<file path="src/rtl/usb_eps_pkg.sv">
package usb_eps_pkg;

    typedef enum logic [0:0] {
        ST_IDLE      = 1'b0,
        ST_WAIT_DATA = 1'b1
    } cmd_state_e;

    // Field positions inside the set-status data byte
    localparam int FLD_STALL = 0;
    localparam int FLD_DIS   = 5;
    localparam int FLD_RFB   = 6;
    localparam int FLD_CND   = 7;

    typedef struct packed {
        logic stall;
        logic dis;
        logic rfb;
        logic cnd;
    } stat_wr_t;

endpackage

</file>
<file path="src/rtl/usb_eps_cmd_fsm.sv">
module usb_eps_cmd_fsm
    import usb_eps_pkg::*;
#(
    parameter int         NUM_EP   = 22,
    parameter logic [7:0] CMD_BASE = 8'h40,
    localparam int        EPW      = $clog2(NUM_EP)
) (
    input  logic           clk,
    input  logic           rst_n,
    input  logic           cmd_valid,
    input  logic [7:0]     cmd_code,
    input  logic           dat_valid,
    input  logic [7:0]     dat_byte,
    output logic           wr_en,
    output logic [EPW-1:0] wr_ep,
    output stat_wr_t       wr_fld,
    output logic           pending
);

    cmd_state_e     state_q, state_d;
    logic [EPW-1:0] tgt_q, tgt_d;
    logic           code_hit;
    logic [7:0]     code_off;

    always_comb begin
        code_hit = ({1'b0, cmd_code} >= {1'b0, CMD_BASE}) &&
                   ({1'b0, cmd_code} <  ({1'b0, CMD_BASE} + 9'(NUM_EP)));
        code_off = cmd_code - CMD_BASE;
    end

    // next-state and target selection
    always_comb begin
        state_d = state_q;
        tgt_d   = tgt_q;
        unique case (state_q)
            ST_IDLE: begin
                if (cmd_valid && code_hit) begin
                    state_d = ST_WAIT_DATA;              // arm
                    tgt_d   = code_off[EPW-1:0];
                end
            end
            ST_WAIT_DATA: begin
                if (cmd_valid) begin
                    if (code_hit) begin
                        tgt_d = code_off[EPW-1:0];       // rearm
                    end else begin
                        state_d = ST_IDLE;               // abandon
                    end
                end else if (dat_valid) begin
                    state_d = ST_IDLE;                   // apply
                end
            end
            default: state_d = ST_IDLE;
        endcase
    end

    // state register
    always_ff @(posedge clk or negedge rst_n) begin
        if (!rst_n) begin
            state_q <= ST_IDLE;
            tgt_q   <= '0;
        end else begin
            state_q <= state_d;
            tgt_q   <= tgt_d;
        end
    end

    // outputs
    always_comb begin
        wr_en        = (state_q == ST_WAIT_DATA) && dat_valid && !cmd_valid;
        wr_ep        = tgt_q;
        wr_fld.stall = dat_byte[FLD_STALL];
        wr_fld.dis   = dat_byte[FLD_DIS];
        wr_fld.rfb   = dat_byte[FLD_RFB];
        wr_fld.cnd   = dat_byte[FLD_CND];
        pending      = (state_q == ST_WAIT_DATA);
    end

endmodule

</file>
<file path="src/rtl/usb_eps_ctrl_pair.sv">
module usb_eps_ctrl_pair
    import usb_eps_pkg::*;
#(
    parameter int  NUM_EP = 22,
    localparam int EPW    = $clog2(NUM_EP)
) (
    input  logic           clk,
    input  logic           rst_n,
    input  logic           wr_en,
    input  logic [EPW-1:0] wr_ep,
    input  stat_wr_t       wr_fld,
    input  logic           setup_pend,
    output logic           force_ep0,
    output logic           ld_ep1,
    output logic           val_ep1,
    output logic           cond_q
);

    logic w0, cset, cclr;

    always_comb begin
        w0        = wr_en && (wr_ep == '0);
        cset      = w0 && wr_fld.cnd && !setup_pend;
        cclr      = w0 && !wr_fld.cnd && cond_q;
        force_ep0 = cset;
        ld_ep1    = cset || cclr;
        val_ep1   = cset;
    end

    always_ff @(posedge clk or negedge rst_n) begin
        if (!rst_n) begin
            cond_q <= 1'b0;
        end else if (w0) begin
            cond_q <= wr_fld.cnd;
        end
    end

endmodule

</file>
<file path="src/rtl/usb_eps_slice.sv">
module usb_eps_slice (
    input  logic clk,
    input  logic rst_n,
    input  logic iso,
    input  logic stall_load,
    input  logic stall_val,
    input  logic cfg_load,
    input  logic dis_val,
    input  logic rfb_val,
    input  logic setup_hit,
    input  logic ack_hit,
    output logic stall_q,
    output logic dis_q,
    output logic rfb_q,
    output logic tog_q,
    output logic reinit_q
);

    logic reinit_d, stall_d, tog_d;

    always_comb begin
        reinit_d = stall_load || (setup_hit && stall_q);
        if (stall_load) begin
            stall_d = stall_val;
        end else if (setup_hit) begin
            stall_d = 1'b0;
        end else begin
            stall_d = stall_q;
        end
        if (reinit_d) begin
            tog_d = 1'b0;
        end else if (ack_hit && !iso && !rfb_q) begin
            tog_d = ~tog_q;
        end else begin
            tog_d = tog_q;
        end
    end

    always_ff @(posedge clk or negedge rst_n) begin
        if (!rst_n) begin
            stall_q  <= 1'b0;
            dis_q    <= 1'b0;
            rfb_q    <= 1'b0;
            tog_q    <= 1'b0;
            reinit_q <= 1'b0;
        end else begin
            stall_q  <= stall_d;
            tog_q    <= tog_d;
            reinit_q <= reinit_d;
            if (cfg_load) begin
                dis_q <= dis_val;
                rfb_q <= rfb_val;
            end
        end
    end

endmodule

</file>
<file path="src/rtl/usb_ep_status.sv">
module usb_ep_status
    import usb_eps_pkg::*;
#(
    parameter int                NUM_EP   = 22,
    parameter logic [7:0]        CMD_BASE = 8'h40,
    parameter logic [NUM_EP-1:0] ISO_MASK = NUM_EP'(32'h30),
    localparam int               EPW      = $clog2(NUM_EP)
) (
    input  logic              clk,
    input  logic              rst_n,
    input  logic              cmd_valid,
    input  logic [7:0]        cmd_code,
    input  logic              dat_valid,
    input  logic [7:0]        dat_byte,
    input  logic              setup_stb,
    input  logic [EPW-1:0]    setup_ep,
    input  logic              setup_pend,
    input  logic              ack_stb,
    input  logic [EPW-1:0]    ack_ep,
    output logic              cmd_pending,
    output logic              cond_stall,
    output logic [NUM_EP-1:0] ep_stall,
    output logic [NUM_EP-1:0] ep_disable,
    output logic [NUM_EP-1:0] ep_rate_fb,
    output logic [NUM_EP-1:0] ep_toggle,
    output logic [NUM_EP-1:0] ep_reinit
);

    logic           wr_en;
    logic [EPW-1:0] wr_ep;
    stat_wr_t       wr_fld;
    logic           force_ep0, ld_ep1, val_ep1;

    usb_eps_cmd_fsm #(
        .NUM_EP   (NUM_EP),
        .CMD_BASE (CMD_BASE)
    ) fsm_i (
        .clk       (clk),
        .rst_n     (rst_n),
        .cmd_valid (cmd_valid),
        .cmd_code  (cmd_code),
        .dat_valid (dat_valid),
        .dat_byte  (dat_byte),
        .wr_en     (wr_en),
        .wr_ep     (wr_ep),
        .wr_fld    (wr_fld),
        .pending   (cmd_pending)
    );

    usb_eps_ctrl_pair #(
        .NUM_EP (NUM_EP)
    ) pair_i (
        .clk        (clk),
        .rst_n      (rst_n),
        .wr_en      (wr_en),
        .wr_ep      (wr_ep),
        .wr_fld     (wr_fld),
        .setup_pend (setup_pend),
        .force_ep0  (force_ep0),
        .ld_ep1     (ld_ep1),
        .val_ep1    (val_ep1),
        .cond_q     (cond_stall)
    );

    for (genvar i = 0; i < NUM_EP; i++) begin : g_ep
        localparam logic [EPW-1:0] IDX     = EPW'(i);
        localparam bit             IS_CTL  = (i < 2);
        localparam bit             IS_OUT0 = (i == 0);
        localparam bit             IS_IN1  = (i == 1);

        logic hit, s_load, s_val, su_hit, a_hit;

        always_comb begin
            hit    = wr_en && (wr_ep == IDX);
            s_load = hit || (IS_IN1 && ld_ep1);
            s_val  = hit ? (wr_fld.stall || (IS_OUT0 && force_ep0)) : val_ep1;
            su_hit = IS_CTL && setup_stb && (setup_ep == IDX);
            a_hit  = ack_stb && (ack_ep == IDX);
        end

        usb_eps_slice slice_i (
            .clk        (clk),
            .rst_n      (rst_n),
            .iso        (ISO_MASK[i]),
            .stall_load (s_load),
            .stall_val  (s_val),
            .cfg_load   (hit),
            .dis_val    (wr_fld.dis),
            .rfb_val    (wr_fld.rfb),
            .setup_hit  (su_hit),
            .ack_hit    (a_hit),
            .stall_q    (ep_stall[i]),
            .dis_q      (ep_disable[i]),
            .rfb_q      (ep_rate_fb[i]),
            .tog_q      (ep_toggle[i]),
            .reinit_q   (ep_reinit[i])
        );
    end

endmodule

</file>
<file path="config.mk">
export PLATFORM = sky130hd
export DESIGN_NAME = usb_ep_status
export DESIGN_NICKNAME = d
export VERILOG_FILES = /design/src/rtl/usb_eps_pkg.sv /design/src/rtl/usb_eps_cmd_fsm.sv /design/src/rtl/usb_eps_ctrl_pair.sv /design/src/rtl/usb_eps_slice.sv /design/src/rtl/usb_ep_status.sv
export SDC_FILE = /design/constraint.sdc
export NUM_CORES = 1
export LEC_CHECK = 0
export BUFFER_PORTS_ARGS = -buffer_cell sky130_fd_sc_hd__buf_2
export CORE_ASPECT_RATIO = 1.2
export CORE_MARGIN = 1
export CORE_UTILIZATION = 46
export DETAILED_ROUTE_END_ITERATION = 16
export GPL_TIMING_DRIVEN = 0
export MAX_ROUTING_LAYER = met4
export PLACE_DENSITY = 0.79
export SKIP_CTS_REPAIR_TIMING = 1
export SLEW_MARGIN = 10
export SYNTH_ARGS = -nofsm -noshare
export SYNTH_HDL_FRONTEND = slang
export SYNTH_SLANG_ARGS = --single-unit
</file>
<file path="constraint.sdc">
create_clock -name clk -period 2.3 [get_ports clk]
set_input_delay 0.345 -clock clk [delete_from_list [all_inputs] [get_ports clk]]
set_output_delay 0.345 -clock clk [all_outputs]
set_load 0.02 [all_outputs]
</file>
==> results by group <==
Worst setup path
  • Crit path kind: flop to flop
  • Slowest CP cell: nor4_1
  • Crit start category: flop
  • Required time of the critical path: between 2 and 3 ns
  • Setup slack, reg-to-reg: 0.22 ns
  • WP buf/inv: 1
  • Critical Path AT: around 2.4 ns
  • CP endpoint kind: flop
  • Crit-path max FO: 10
  • Cell family with most CP delay: simple AND/OR/NAND/NOR gates
  • Crit-path cells: clkbuf_1 > nor4_1 > and2_1 > mux2_1
  • Critical R2R Launch: fsm_i.wr_ep[3]
  • Critical Path Max Stage Delay: ~0.62 ns
  • Worst-case reg-to-reg path depth: 4
  • FF-to-FF End: g_ep[0].slice_i.rfb_q

Hold path
  • Hold Path Depth: 2
  • Worst Hold Launch: cmd_code[4]
  • Worst hold endpoint: fsm_i.wr_ep[4]
  • HP Class: primary input to flop

Place
  • DP Wirelength: between 9000 and 10,000 um
  • Placer congestion estimate: 0.8690
  • Pre-CTS worst setup slack: ~0.22 ns
  • I/O Buffers: between 100 and 150

Logic synthesis
  • Number of synthesized register bits: 115
  • Sequential share of the synthesized area: 0.5147
  • Yosys top cell area share: 0.5147
  • Avg Inst Size Synth: 12.08 um2
  • Cell variety after synth: 40
  • Top cells by area, synth: dfrtp_1 (51%), buf_4 (15%), mux2_1 (13%), or4_1 (2.8%), o31ai_1 (2.6%)
  • Mapped Cells: 463
  • Leading area contributor after synthesis: dfrtp_1
  • Cell Area, Synth: ~0.0056 mm2
  • Syn. warnings: 0

Routing
  • Top layer in use: met4
  • WL met3: 438 um
  • Post-route ant nets: 0
  • DR vias/cell: ~5
  • Initial drt markers: between 100 and 150
  • DRT Pass-1 Iters: 4
  • Met2 wire len: roughly 6600 um
  • DRC: 0
  • Avg WL per Cell: about 16 um
  • Via count: around 4,000
  • Metal-1 WL: approximately 5300 um
  • WL final: around 13,000 um

Pwr
  • Static leakage: a little under 4 nW
  • Comb pwr share: 0.164
  • Clock power share: 0.436
  • Sequential Power Share: 0.400
  • Max VDD drop: roughly 0.00045 V
  • Power Dens Cells: slightly above 800 mW/mm2
  • Net switching power: 1.527 mW
  • Power Internal: roughly 4.2 mW
  • Total Power: between 5 and 6 mW
  • Switching share of power: 0.2653

Global routing
  • Gr usage total: 0.2161
  • Initial antenna violation count: 0
  • Largest net degree at the start of global routing: 78
  • GRT overflow: 0
  • Vias in the first global route: 3,917
  • First-pass GRT wire length: ~19,000 um

Timing
  • Final period util: 0.9045
  • Worst rel slew slack: 0.5392
  • Worst-Margin Slew: between 0.6 and 0.7 ns
  • Final setup viols: 0
  • Max Clock Skew: about 0.006 ns
  • Hold slack final: 0.1851 ns
  • Worst setup margin: roughly 0.22 ns
  • Min Tclk post-route: about 2.1 ns
  • Final Hold Vio Count: 0
  • Max Freq: 480.7 MHz
  • RSZ-0062 raised after global routing: no
  • Final slew viol count: 0

CTS
  • H-Tree Depth: 4
  • Clock Latency Late Sink: about 0.40 ns
  • Longest Clk Path Bufs: 2
  • CTS Root Cell: clkbuf_16
  • CTS clk-pin slew, worst paths: roughly 0.050 ns
  • Clock sink count: ~120
  • Total CTS buffers: 17
  • CTS tree: built

Cells and area
  • Util after Layout: 0.6079
  • Layout cells sized above 1: 0.4921
  • Ant diodes: 0
  • # nets final: between 600 and 700
  • Synth-to-Final Area Change: 26.92%

Die
  • Initial core utilization: 0.4789
  • Die area: ~0.013 mm2
  • Die H: about 120 um
  • Core area: between 0.01 and 0.015 mm2
  • IO Count: 145
  • Die X: ~100 um
  • Std-Cell Rows: 43

Outcome
  • Status: complete, no violations

Run
  • Max Cap Viol: 0
-- final cells by class --
type | instances | area, um2
Buffer | 128 | 898.4
Clock buffer | 21 | 460.4
Clock inverter | 11 | 110.1
Fill cell | 966 | 4578
Inverter | 14 | 52.55
Multi-Input combinational cell | 207 | 1767
Sequential cell | 115 | 2878
Tap cell | 157 | 196.4
Timing Repair Buffer | 140 | 734.5
-- stage by stage --
stage / std cells / setup TNS [ns] / area [um2]
floorplan: 464 / 0 / 5595
detailed placement: 760 / 0 / 6516
finish: 793 / 0 / 7097
global route: 793 / 0 / 7097
global placement: 759 / -40.85 / 6482
CTS: 792 / 0 / 7087
-- state kept, by name, indices dropped and copies added, names as in the netlist --
name                   flops
fsm_i.wr_ep                5
g_ep.slice_i.rfb_q        22
g_ep.slice_i.stall_q      22
pair_i.cond_q              1
g_ep.slice_i.tog_q        20
fsm_i.pending              1
g_ep.slice_i.dis_q        22
g_ep.slice_i.reinit_q     22
-- worst reg2reg max path, delay by kind of cell (launching register included) --
family / cells / cell delay, ns
simple gates: 2 / 0.97
buf+inv: 1 / 0.24
flops: 1 / 0.38
mux: 1 / 0.36
-- layout by cell type, fill, tap and decap left out, types with 2 or more instances in the layout --
master and n:
nor2_1 3, nor4bb_1 2, nand4bb_1 6, o21a_1 2, a221oi_2 2, inv_2 14, clkbuf_16 17, clkinvlp_4 2
o21ai_1 2, clkbuf_1 16, conb_1 2, nor4_2 2, buf_2 141, nor2b_1 6, buf_4 110, o211ai_1 2
o31ai_1 19, nand2_1 4, mux2_2 6, nand4_1 6, nand2b_1 7, nand4b_1 2, dfrtp_1 115, a21oi_1 18
clkinv_2 7, clkbuf_8 2, mux2_1 63, and2_1 2, nor4_1 3, bufinv_16 2, nor3_2 5, a21o_1 4
or4_1 21, nand3_1 7
-- how the worst max path moves through the flow --
stage / from / to / cells past startpoint
after floorplan: fsm_i.wr_ep[4] / g_ep[2].slice_i.rfb_q / 5
after global placement: rst_n / g_ep[8].slice_i.tog_q / 1
after detailed placement: fsm_i.wr_ep[3] / g_ep[0].slice_i.rfb_q / 4
after CTS: fsm_i.wr_ep[3] / g_ep[0].slice_i.rfb_q / 4
after global routing: fsm_i.wr_ep[3] / g_ep[0].slice_i.rfb_q / 4
final: fsm_i.wr_ep[3] / g_ep[0].slice_i.rfb_q / 4
-- power by group through the flow --
stage	Sequential, mW	Clock [mW]	Combinational, mW
final	2.30	2.51	0.946
after global routing	2.32	2.66	1.03
after CTS	2.30	2.56	0.954
after detailed placement	2.33	0	0.953
after global placement	2.32	0	0.914
after floorplan	2.30	0	0.665
-- synth_stat cells --
master / instances
a21o_1: 4
a21oi_1: 18
a221oi_2: 2
a41o_1: 1
and2_1: 2
and3_1: 1
buf_2: 4
buf_4: 110
clkbuf_1: 14
conb_1: 1
dfrtp_1: 115
inv_2: 14
mux2_1: 63
mux2_2: 6
nand2_1: 4
nand2b_1: 7
nand3_1: 7
nand4_1: 6
nand4b_1: 2
nand4bb_1: 6
nor2_1: 3
nor2b_1: 6
nor3_1: 1
nor3_2: 5
nor3b_1: 1
nor4_1: 3
nor4_2: 2
nor4_4: 1
nor4bb_1: 2
o211a_1: 1
o211ai_1: 2
o21a_1: 2
o21ai_0: 1
o21ai_1: 2
o311a_1: 1
o31a_1: 1
o31ai_1: 19
or2_1: 1
or4_1: 21
or4b_1: 1
-- routing by layer --
layer,up-vias,track usage
met4,0,0.1000
li1,1864,-
met5,-,-
met3,19,0.03759
met1,1978,0.2574
met2,104,0.3550
-- cells by family (layout without fill, tap and decap cells) --
kind of cell | Yosys count | in the layout | share of synthesized area
mux | 69 | 69 | 0.1390
buf+inv | 142 | 314 | 0.1701
simple gates | 82 | 82 | 0.1083
compound gates | 54 | 54 | 0.06735
other cells | 1 | 2 | 0.0006706
flops | 115 | 115 | 0.5147
(Power assumes the default switching activity.)
